### config.mk
export PLATFORM = sky130hd
export DESIGN_NAME = triplet_degrouper
export DESIGN_NICKNAME = d
export VERILOG_FILES = /design/src/rtl/degroup_pkg.sv /design/src/rtl/dg_approx.sv /design/src/rtl/dg_correct.sv /design/src/rtl/dg_seq.sv /design/src/rtl/triplet_degrouper.sv
export SDC_FILE = /design/constraint.sdc
export NUM_CORES = 1
export LEC_CHECK = 0
export BUFFER_PORTS_ARGS = -buffer_cell sky130_fd_sc_hd__buf_4
export CORE_UTILIZATION = 27
export DETAILED_ROUTE_END_ITERATION = 6
export SETUP_SLACK_MARGIN = 0.15
export SLEW_MARGIN = 10
export SYNTH_ARGS = -nofsm -noshare
export SYNTH_HDL_FRONTEND = slang
export SYNTH_SLANG_ARGS = --single-unit
### constraint.sdc
create_clock -name clk -period 11.6 [get_ports clk]
set_input_delay 2.32 -clock clk [delete_from_list [all_inputs] [get_ports clk]]
set_output_delay 2.32 -clock clk [all_outputs]
set_load 0.005 [all_outputs]
### src/rtl/degroup_pkg.sv
// Shared definitions for the triplet degrouper.
// Assumes at most a 10-bit codeword and 4-bit samples (level counts up to 9).
package degroup_pkg;

    localparam int CW_MAX_W  = 10;   // widest grouped codeword
    localparam int SMP_W     = 4;    // zero-extended sample width
    localparam int N_PER_CW  = 3;    // samples carried by one codeword

    // Level-count select as seen on the mode port
    typedef enum logic [1:0] {
        LVL3     = 2'd0,
        LVL5     = 2'd1,
        LVL9     = 2'd2,
        LVL_RSVD = 2'd3
    } lvl_mode_e;

    // Divisor (number of quantization levels) for a mode
    function automatic logic [SMP_W-1:0] lvl_divisor(input lvl_mode_e m);
        case (m)
            LVL3:    return SMP_W'(3);
            LVL5:    return SMP_W'(5);
            default: return SMP_W'(9);
        endcase
    endfunction

    // Significant codeword bits for a mode
    function automatic int unsigned lvl_cw_bits(input lvl_mode_e m);
        case (m)
            LVL3:    return 5;
            LVL5:    return 7;
            LVL9:    return 10;
            default: return 0;
        endcase
    endfunction

    // First out-of-range codeword value (level count cubed)
    function automatic int unsigned lvl_cube(input lvl_mode_e m);
        case (m)
            LVL3:    return 27;
            LVL5:    return 125;
            default: return 729;
        endcase
    endfunction

endpackage

### src/rtl/dg_approx.sv
// Quotient estimator for division by 3, 5 or 9 using right shifts only.
// For 2^k+1 divisors: alternating sum of val>>k, val>>2k, ...
// For 3 = 2^2-1: plain sum of val>>2, val>>4, ... plus one as carry-in.
// Assumes the value is masked to its mode width (5/7/10 bits). Under that
// assumption the estimate lies within one of the true quotient.
module dg_approx
    import degroup_pkg::*;
#(
    parameter int W  = CW_MAX_W,
    parameter int AW = W + 5
) (
    input  logic [W-1:0]         val_i,
    input  lvl_mode_e            mode_i,
    output logic signed [AW-1:0] q_est_o
);

    localparam int N_K2 = W / 2;   // radix-4 digit terms
    localparam int N_K3 = W / 3;   // radix-8 digit terms

    logic [W-1:0] term4 [N_K2];
    logic [W-1:0] term8 [N_K3];

    // Shifted operands, one per digit position
    for (genvar g = 0; g < N_K2; g++) begin : g_rad4
        assign term4[g] = val_i >> (2 * (g + 1));
    end
    for (genvar g = 0; g < N_K3; g++) begin : g_rad8
        assign term8[g] = val_i >> (3 * (g + 1));
    end

    logic signed [AW-1:0] sum_pos4;   // divisor 3 series
    logic signed [AW-1:0] sum_alt4;   // divisor 5 series
    logic signed [AW-1:0] sum_alt8;   // divisor 9 series

    // Combine the shifted operands into the three candidate estimates
    always_comb begin
        sum_pos4 = AW'(1);   // carry-in stands for the last one-digit operand
        sum_alt4 = '0;
        sum_alt8 = '0;
        for (int i = 0; i < N_K2; i++) begin
            sum_pos4 = sum_pos4 + $signed(AW'(term4[i]));
            if (i % 2 == 0) sum_alt4 = sum_alt4 + $signed(AW'(term4[i]));
            else            sum_alt4 = sum_alt4 - $signed(AW'(term4[i]));
        end
        for (int i = 0; i < N_K3; i++) begin
            if (i % 2 == 0) sum_alt8 = sum_alt8 + $signed(AW'(term8[i]));
            else            sum_alt8 = sum_alt8 - $signed(AW'(term8[i]));
        end
    end

    // Pick the estimate for the active divisor
    always_comb begin
        case (mode_i)
            LVL3:    q_est_o = sum_pos4;
            LVL5:    q_est_o = sum_alt4;
            default: q_est_o = sum_alt8;
        endcase
    end

endmodule

### src/rtl/dg_correct.sv
// Turns a quotient estimate (within one of the true value) into the exact
// quotient and remainder. The back-multiplication is one shift plus one add.
// One signed compare then moves the result by a single step either way.
module dg_correct
    import degroup_pkg::*;
#(
    parameter int W  = CW_MAX_W,
    parameter int AW = W + 5
) (
    input  logic [W-1:0]         val_i,
    input  logic signed [AW-1:0] q_est_i,
    input  lvl_mode_e            mode_i,
    output logic [AW-1:0]        q_o,
    output logic [AW-1:0]        r_o
);

    logic signed [AW-1:0] back_prod;
    logic signed [AW-1:0] r_est;
    logic signed [AW-1:0] div_s;

    // Estimate times divisor, by shift and add or subtract
    always_comb begin
        case (mode_i)
            LVL3:    back_prod = (q_est_i <<< 2) - q_est_i;
            LVL5:    back_prod = (q_est_i <<< 2) + q_est_i;
            default: back_prod = (q_est_i <<< 3) + q_est_i;
        endcase
    end

    // Remainder implied by the estimate, and the divisor at the same width
    always_comb begin
        r_est = $signed(AW'(val_i)) - back_prod;
        div_s = $signed(AW'(lvl_divisor(mode_i)));
    end

    // Single-step correction into the exact quotient and remainder
    always_comb begin
        if (r_est < 0) begin
            r_o = AW'(r_est + div_s);
            q_o = AW'(q_est_i - 1);
        end else if (r_est >= div_s) begin
            r_o = AW'(r_est - div_s);
            q_o = AW'(q_est_i + 1);
        end else begin
            r_o = AW'(r_est);
            q_o = AW'(q_est_i);
        end
    end

endmodule

### src/rtl/dg_seq.sv
// Sequencer: counts the samples of one codeword and decides on acceptance.
// It accepts a start when idle, or on the edge that issues the last sample.
// Assumes the caller qualifies start with a legal mode.
module dg_seq #(
    parameter int NSMP = 3
) (
    input  logic clk,
    input  logic rst_n,
    input  logic start_i,
    output logic load_o,
    output logic busy_o,
    output logic last_o
);

    localparam int CNTW = (NSMP > 1) ? $clog2(NSMP) : 1;
    localparam logic [CNTW-1:0] LAST_IDX = CNTW'(NSMP - 1);

    logic [CNTW-1:0] idx_q;
    logic            busy_q;

    // Acceptance window and last-sample strobe
    always_comb begin
        last_o = busy_q && (idx_q == LAST_IDX);
        load_o = start_i && (!busy_q || last_o);
        busy_o = busy_q;
    end

    // Sample counter and busy state
    always_ff @(posedge clk) begin
        if (!rst_n) begin
            busy_q <= 1'b0;
            idx_q  <= '0;
        end else if (load_o) begin
            busy_q <= 1'b1;
            idx_q  <= '0;
        end else if (busy_q) begin
            if (idx_q == LAST_IDX) begin
                busy_q <= 1'b0;
                idx_q  <= '0;
            end else begin
                idx_q <= idx_q + CNTW'(1);
            end
        end
    end

    // busy persists until the last sample has been issued
    assert_busy_holds_R7: assert property (@(posedge clk) disable iff (!rst_n)
        (busy_q && !last_o) |=> busy_q);

    // a start on the last-sample edge keeps the block busy
    assert_chain_busy_R6: assert property (@(posedge clk) disable iff (!rst_n)
        (last_o && start_i) |=> (busy_q && idx_q == '0));

endmodule

### src/rtl/triplet_degrouper.sv
// Triplet degrouper top. It registers a masked codeword and then, on each of
// three clocks, emits value mod L and keeps value div L. The quotient is
// recirculated into the working register. Assumes L in {3,5,9}; mode 3 is
// rejected at the input.
module triplet_degrouper
    import degroup_pkg::*;
#(
    parameter int CW_W = CW_MAX_W,
    parameter int SW   = SMP_W
) (
    input  logic            clk,
    input  logic            rst_n,
    input  logic            start_i,
    input  logic [1:0]      mode_i,
    input  logic [CW_W-1:0] codeword_i,
    output logic [SW-1:0]   sample_o,
    output logic            sample_valid_o,
    output logic            sample_last_o,
    output logic            busy_o,
    output logic            range_err_o
);

    localparam int AW = CW_W + 5;

    lvl_mode_e       mode_in;
    logic [CW_W-1:0] cw_masked;
    logic            cw_oor;
    logic            mode_ok;

    lvl_mode_e       mode_q;
    logic [CW_W-1:0] val_q;
    logic [SW-1:0]   smp_q;
    logic            vld_q;
    logic            lst_q;
    logic            err_q;

    logic            load;
    logic            busy;
    logic            emit_last;
    logic signed [AW-1:0] q_est;
    logic [AW-1:0]   q_exact;
    logic [AW-1:0]   r_exact;
    logic [SW-1:0]   div_cur;

    // Input qualification: mode legality, width masking, range check
    always_comb begin
        mode_in   = lvl_mode_e'(mode_i);
        mode_ok   = (mode_in != LVL_RSVD);
        cw_masked = codeword_i & CW_W'((32'd1 << lvl_cw_bits(mode_in)) - 32'd1);
        cw_oor    = (32'(cw_masked) >= lvl_cube(mode_in));
        div_cur   = lvl_divisor(mode_q);
    end

    dg_seq #(.NSMP(N_PER_CW)) u_seq (
        .clk     (clk),
        .rst_n   (rst_n),
        .start_i (start_i && mode_ok),
        .load_o  (load),
        .busy_o  (busy),
        .last_o  (emit_last)
    );

    dg_approx #(.W(CW_W), .AW(AW)) u_approx (
        .val_i   (val_q),
        .mode_i  (mode_q),
        .q_est_o (q_est)
    );

    dg_correct #(.W(CW_W), .AW(AW)) u_correct (
        .val_i   (val_q),
        .q_est_i (q_est),
        .mode_i  (mode_q),
        .q_o     (q_exact),
        .r_o     (r_exact)
    );

    // Working value: load a new codeword or recirculate the quotient
    always_ff @(posedge clk) begin
        if (!rst_n) begin
            val_q  <= '0;
            mode_q <= LVL3;
        end else if (load) begin
            val_q  <= cw_masked;
            mode_q <= mode_in;
        end else if (busy) begin
            val_q  <= q_exact[CW_W-1:0];
        end
    end

    // Output sample register with valid and last flags
    always_ff @(posedge clk) begin
        if (!rst_n) begin
            smp_q <= '0;
            vld_q <= 1'b0;
            lst_q <= 1'b0;
        end else begin
            vld_q <= busy;
            lst_q <= emit_last;
            if (busy) smp_q <= r_exact[SW-1:0];
        end
    end

    // Sticky out-of-range flag
    always_ff @(posedge clk) begin
        if (!rst_n)               err_q <= 1'b0;
        else if (load && cw_oor)  err_q <= 1'b1;
    end

    assign sample_o       = smp_q;
    assign sample_valid_o = vld_q;
    assign sample_last_o  = lst_q;
    assign busy_o         = busy;
    assign range_err_o    = err_q;

    // corrected quotient and remainder reconstruct the working value
    assert_div_identity_R2: assert property (@(posedge clk) disable iff (!rst_n)
        busy |-> (q_exact * AW'(div_cur) + r_exact == AW'(val_q)));

    // the remainder fits the sample port and stays below the divisor
    assert_rem_fits_R3: assert property (@(posedge clk) disable iff (!rst_n)
        busy |-> (r_exact[AW-1:SW] == '0 && r_exact[SW-1:0] < div_cur));

    // the recirculated quotient never exceeds the codeword width
    assert_quot_fits_R2: assert property (@(posedge clk) disable iff (!rst_n)
        busy |-> (q_exact[AW-1:CW_W] == '0));

    // each issued sample is below the level count of its codeword
    assert_sample_range_R3: assert property (@(posedge clk) disable iff (!rst_n)
        busy |=> (sample_o < $past(div_cur)));

    // last only ever marks a valid sample
    assert_last_valid_R4: assert property (@(posedge clk) disable iff (!rst_n)
        sample_last_o |-> sample_valid_o);

    // the range flag never clears without reset
    assert_err_sticky_R8: assert property (@(posedge clk) disable iff (!rst_n)
        range_err_o |=> range_err_o);

endmodule

# == Word-level counts from Yosys, hierarchy flattened ==
# Cells that the tools add are included.
# op_classes
n_addsub,19
bitwise,2
n_eq_ne,5
n_mux,15
shift,1
n_lt_le_gt_ge,3
reduce_logical,10
# ops
cell,count
$pmux 15 s2,2
$mux 10,4
$ge 10x32->1,1
$add 15x15->15,2
$add 15x5->15,2
$pmux 10 s2,1
$add 15x3->15,1
$add 15x7->15,1
$ge 15x5->1,1
$lt 15x1->1 const B,1
$sub 11x15->15,1
$sub 15x15->15,1
$sub 15x3->15,1
$pmux 4 s3,1
$add 10x2->10 const B,1
$and 10x10->10,1
$shl 1x4->10 const A,1
$sub 10x1->10 const B,1
$sub 10x2->10 const B,1
$add 1x8->9 const A,1
$add 8x2->9,1
$sub 8x6->9,1
$mux 4,2
$pmux 4 s2,1
16 further kinds,24
# totals
in_bits,15
register_bits,22
word_cells,63
out_inout_bits,8

# == Longest topological paths before layout ==
# depth
ltp_word,13
mapped_depth,40
mapped_depth_nobuf,38

# == Modules after synthesis ==
# A second synthesis with hierarchy kept.
# hier_totals
cells_unflattened,913
hier_area_um2,6892.9
# by_module_without_submodules
mod,area_per_inst_um2,cells_per_inst,n_inst,seq_area_each_um2
dg_correct,3826.2,553,1,0.0
dg_approx,1828.0,239,1,0.0
triplet_degrouper,1096.1,108,1,380.4
dg_seq,142.6,13,1,60.1

# == Worst setup path after synthesis ==
# No wires, ideal clock.
# synth_timing
kind,register to register
start,register val_q[2]
end,register val_q[6]
path_stages_with_launch,38
synth_period_minus_slack_ns,7.026
setup_slack_ns,4.574
t_required_ns,11.476
setup_time_ns,0.124
arrival_ns,6.902
n_path_buf,1
path_cell_list,dfxtp_1 > inv_1 > ha_1 > fa_1 > nand2b_1 > a21oi_1 > nor2_1 > or2_2 > inv_1 > ha_1 > a21oi_1 > and2_1 > o311a_1 > a32oi_1 > o31ai_1 > xnor2_1 > a21oi_1 > inv_1 > (+2 left out) > a211o_1 > a21oi_1 > nor2_1 > o21ai_0 > xnor2_1 > nor2_1 > a31oi_1 > ha_1 > nand2_1 > o21ai_0 > mux2i_1 > nor2_1 > o21ai_0 > a2bb2oi_2 > a21boi_4 > o2bb2a_4 > xnor2_1 > o22ai_1
# synth_between
elab_chain_len,13
elab_cells_between_ends,21
classes_between,add/sub: 13; order compare: 2; mux: 6
# synth_lines
item,line_no,rtl
from (decl),triplet_degrouper.sv:31,logic [CW_W-1:0] val_q;
from (signal assigned),triplet_degrouper.sv:83,val_q <= cw_masked;
from (signal assigned),triplet_degrouper.sv:86,val_q <= q_exact[CW_W-1:0];
$add 1x8->9,dg_approx.sv:41,sum_pos4 = sum_pos4 + $signed(AW'(term4[i]));
$add 15x7->15,dg_approx.sv:41,
$add 15x5->15,dg_approx.sv:41,
$add 15x3->15,dg_approx.sv:41,
$pmux 15 s2,dg_approx.sv:53,case (mode_i)
$add 15x15->15 (tied with other cells),dg_correct.sv:26,default: back_prod = (q_est_i <<< 3) + q_est_i;
$pmux 15 s2,dg_correct.sv:23,case (mode_i)
$sub 11x15->15,dg_correct.sv:32,r_est = $signed(AW'(val_i)) - back_prod;
$ge 15x5->1,dg_correct.sv:41,end else if (r_est >= div_s) begin
$mux 10,dg_correct.sv:41,
$mux 10 *,dg_correct.sv:38,if (r_est < 0) begin
$mux 10 *,triplet_degrouper.sv:85,end else if (busy) begin
$mux 10 *,triplet_degrouper.sv:82,end else if (load) begin
# Mark *: on every way between the ends. The rest lies on a longest branch, timed or not. The select of a mux whose other input is x is not followed.
# A chain may end at the register's enable or synchronous reset.

# == Worst setup path after layout ==
# layout_timing
start,register val_q[7]
end,register val_q[4]
# The elaborated chain is that of the path after synthesis.

==> results.yml <==
sta:
  setup_tns_ns: 0
  fmax_mhz: 112
  worstMarginPinSlew_ns: 0.912
  fin_crit_ns: 8.89
  hold_viol: 0
  finalClockSkew_ns: 0.00257
  slew_headroom: 0.392
  rsz0062_at_grt: "no"
  maxSlewViolCount: 0
  min_period_over_period: 0.766
  finalSetupViolCount: 0
yosys:
  synth_flop_cell: "dfxtp_1"
  ys.warnings.count: 0
  postSynthNetCount: 983
  synth.ff_latch_count: 22
  synth_mux_area_frac: 0.0289
  netlist.area_leader.share: 0.206
  syn_avg_cell_area_um2: 7.51
  synthCells: 848
  synth-simple-area-share: 0.224
  synth_cell_types: 90
  synth_compound_area_frac: 0.272
  synth_top_family_by_area: "compound AO/OA/AOI/OAI gates"
  yosys.area.top_type: "ha_1"
  synthXorXnorAreaFrac: 0.0827
  asyncSetResetFlopFracSynth: 0
  synth-edff-count: 0
  syn_area_um2: 6370
  ys_top_cells_by_area: "ha_1, dfxtp_1, a21oi_1"
  synth_fa_ha_area_frac: 0.253
  ys_seq_area_frac: 0.0692
clock_network:
  cts_tree: "built"
  worstSkewPairLatency_ns: 0.26
  clockBufferDepth: 2
  ctsHtreeMaxLevel: 1
  cts_buffers: 3
  cts_sinks: 22
  root_buffer: "clkbuf_16"
  cts_hold_buf: 0
  post_cts_buffers: 0
  cts.repair.resized: 0
  clk_pin_slew_ns: 0.06
finish:
  drive_gt1_frac: 0.0854
  finalNetCount: 991
  n_antenna_cell: 0
  area_growth_pct: 9.12
global_routing:
  antenna_found_initial: 0
  grt_pass1_wl_um: 30700
  grt_max_degree: 42
  grt_pass1_vias: 6005
  grt_usage: 0.156
  grt-ovfl-total: 0
critical_path:
  reg2reg_depth: 34
  required_ns: 11.73
  crit_slowest_cell: "nor4_1"
  crit_path_max_fanout: 11
  cp_slowest_stage_delay_ns: 0.76
  path_common_cell: "a21oi_1"
  r2r_end: "val_q[4]$_SDFFE_PN0P_"
  critPathKind: "reg2reg"
  cp.arrival_ns: 9.02
  r2r-start: "val_q[7]$_SDFFE_PN0P_"
  setup.worst_path.start_class: "flip-flop"
  end_kind: "flip-flop"
  r2r_slack_ns: 2.71
flow_run:
  cap_violations: 0
floorplanning:
  die_w_um: 156
  core-area_um2: 22900
  dieArea_um2: 24200
  die-height_um: 156
  start_util: 0.278
  io_pins: 23
  rows: 55
drt:
  avgViaCountPerCell: 5.34
  dr.first_iter.drc_count: 410
  drc_errors: 0
  via_count: 6237
  drt_first_pass_iters: 5
  routed_wl_um: 18800
  ant_nets: 0
  wl_per_cell_um: 16.1
outcome:
  status: "finished, final reports clean"
worst_hold_path:
  holdPathEnd: "range_err_o$_SDFFE_PN0P_"
  min-delay-path-class: "reg2reg"
  min_path_cells: 2
  holdCritStartpoint: "range_err_o$_SDFFE_PN0P_"
placed_design:
  io_buffers: 22
  dp_hpwl_um: 15000
  gp_congestion: 0.900
-- metal layers --
metal | vias to the layer above | GRT usage | share of wire | wire, um
li1 | 3083 | - | - | -
met1 | 2934 | 0.211 | 0.47 | 8850
met2 | 188 | 0.265 | 0.46 | 8610
met3 | 32 | 0.0133 | 0.050 | 941
met4 | 0 | 0.0364 | 0.022 | 414
met5 | - | 0 | 0 | 0
-- cell usage after synthesis, drive strengths merged (7+ instances only) --
cell / number
inv: 80
xnor2: 38
nand2: 49
a211oi: 13
o21ai: 55
a21oi: 73
fa: 15
o21a: 15
dfxtp: 22
ha: 105
nand3: 21
nand4: 7
o211ai: 10
o22ai: 8
nor4: 11
clkbuf: 13
a21o: 14
buf: 13
xor2: 17
nand2b: 18
mux2i: 15
nor3: 25
nor2: 72
nor2b: 22
and2: 10
-- layout make-up --
class	count	area, um^2
Clock buffer	3	75.1
Timing Repair Buffer	29	218
Fill cell	2474	16000
Sequential cell	22	440
Inverter	82	308
Tap cell	313	392
Multi-Input combinational cell	718	5490
Clock inverter	1	30.0
-- registers in the layout (all words and copies together), names as in the netlist --
register        count
u_seq.idx_q         2
val_q              10
sample_o            4
sample_last_o       1
u_seq.busy_o        1
sample_valid_o      1
mode_q              2
range_err_o         1
-- worst max-delay path, delay by kind of cell (launching register included) --
family / cells / cell delay [ns]
compound gates: 15 / 2.98
simple gates: 8 / 1.94
fa+ha+maj: 4 / 1.71
flops: 1 / 0.72
buf+inv: 3 / 0.72
xor+xnor: 3 / 0.50
mux: 1 / 0.20
-- worst max-delay path by stage --
stage / endpoint / startpoint / depth (start not counted) / slack, ns
6_report: val_q[4]$_SDFFE_PN0P_ / val_q[7]$_SDFFE_PN0P_ / 34 / 2.71
2_1_floorplan: val_q[6]$_SDFFE_PN0P_ / val_q[2]$_SDFFE_PN0P_ / 37 / 4.57
4_1_cts: val_q[0]$_SDFFE_PN0P_ / val_q[7]$_SDFFE_PN0P_ / 34 / 2.86
3_3_place_gp: val_q[4]$_SDFFE_PN0P_ / val_q[7]$_SDFFE_PN0P_ / 34 / 2.93
5_1_grt: val_q[4]$_SDFFE_PN0P_ / val_q[7]$_SDFFE_PN0P_ / 34 / 1.81
3_5_place_dp: val_q[6]$_SDFFE_PN0P_ / val_q[7]$_SDFFE_PN0P_ / 36 / 2.89
-- stage by stage --
step	utilization	cells	hold slack, ns	area (um^2)	worst slack (ns)
after floorplan	-	848	0.458	6370	4.57
after global placement	0.299	1164	0.457	6840	2.93
after detailed placement	0.299	1164	0.469	6840	2.89
after CTS	0.303	1168	0.483	6950	2.86
after global routing	0.303	1168	0.520	6950	1.81
final	0.303	1168	0.477	6950	2.71
-- placed cells by master (no fill, tap or decap), drive strengths merged, types with 18 or more instances in the layout --
master and n:
a21oi 73, buf 29, dfxtp 22, ha 105, inv 80, nand2 49
nand2b 18, nand3 21, nor2 72, nor2b 22, nor3 25, o21ai 55
xnor2 38
-- cells by family after synthesis --
kind of cell / after synthesis
fa+ha+maj: 120
flops: 22
simple gates: 271
compound gates: 252
mux: 18
xor+xnor: 57
buf+inv: 108
Power is left out: the tool's default activity adds up to more than one toggle a clock period on the data nets, which glitch-free logic cannot reach.
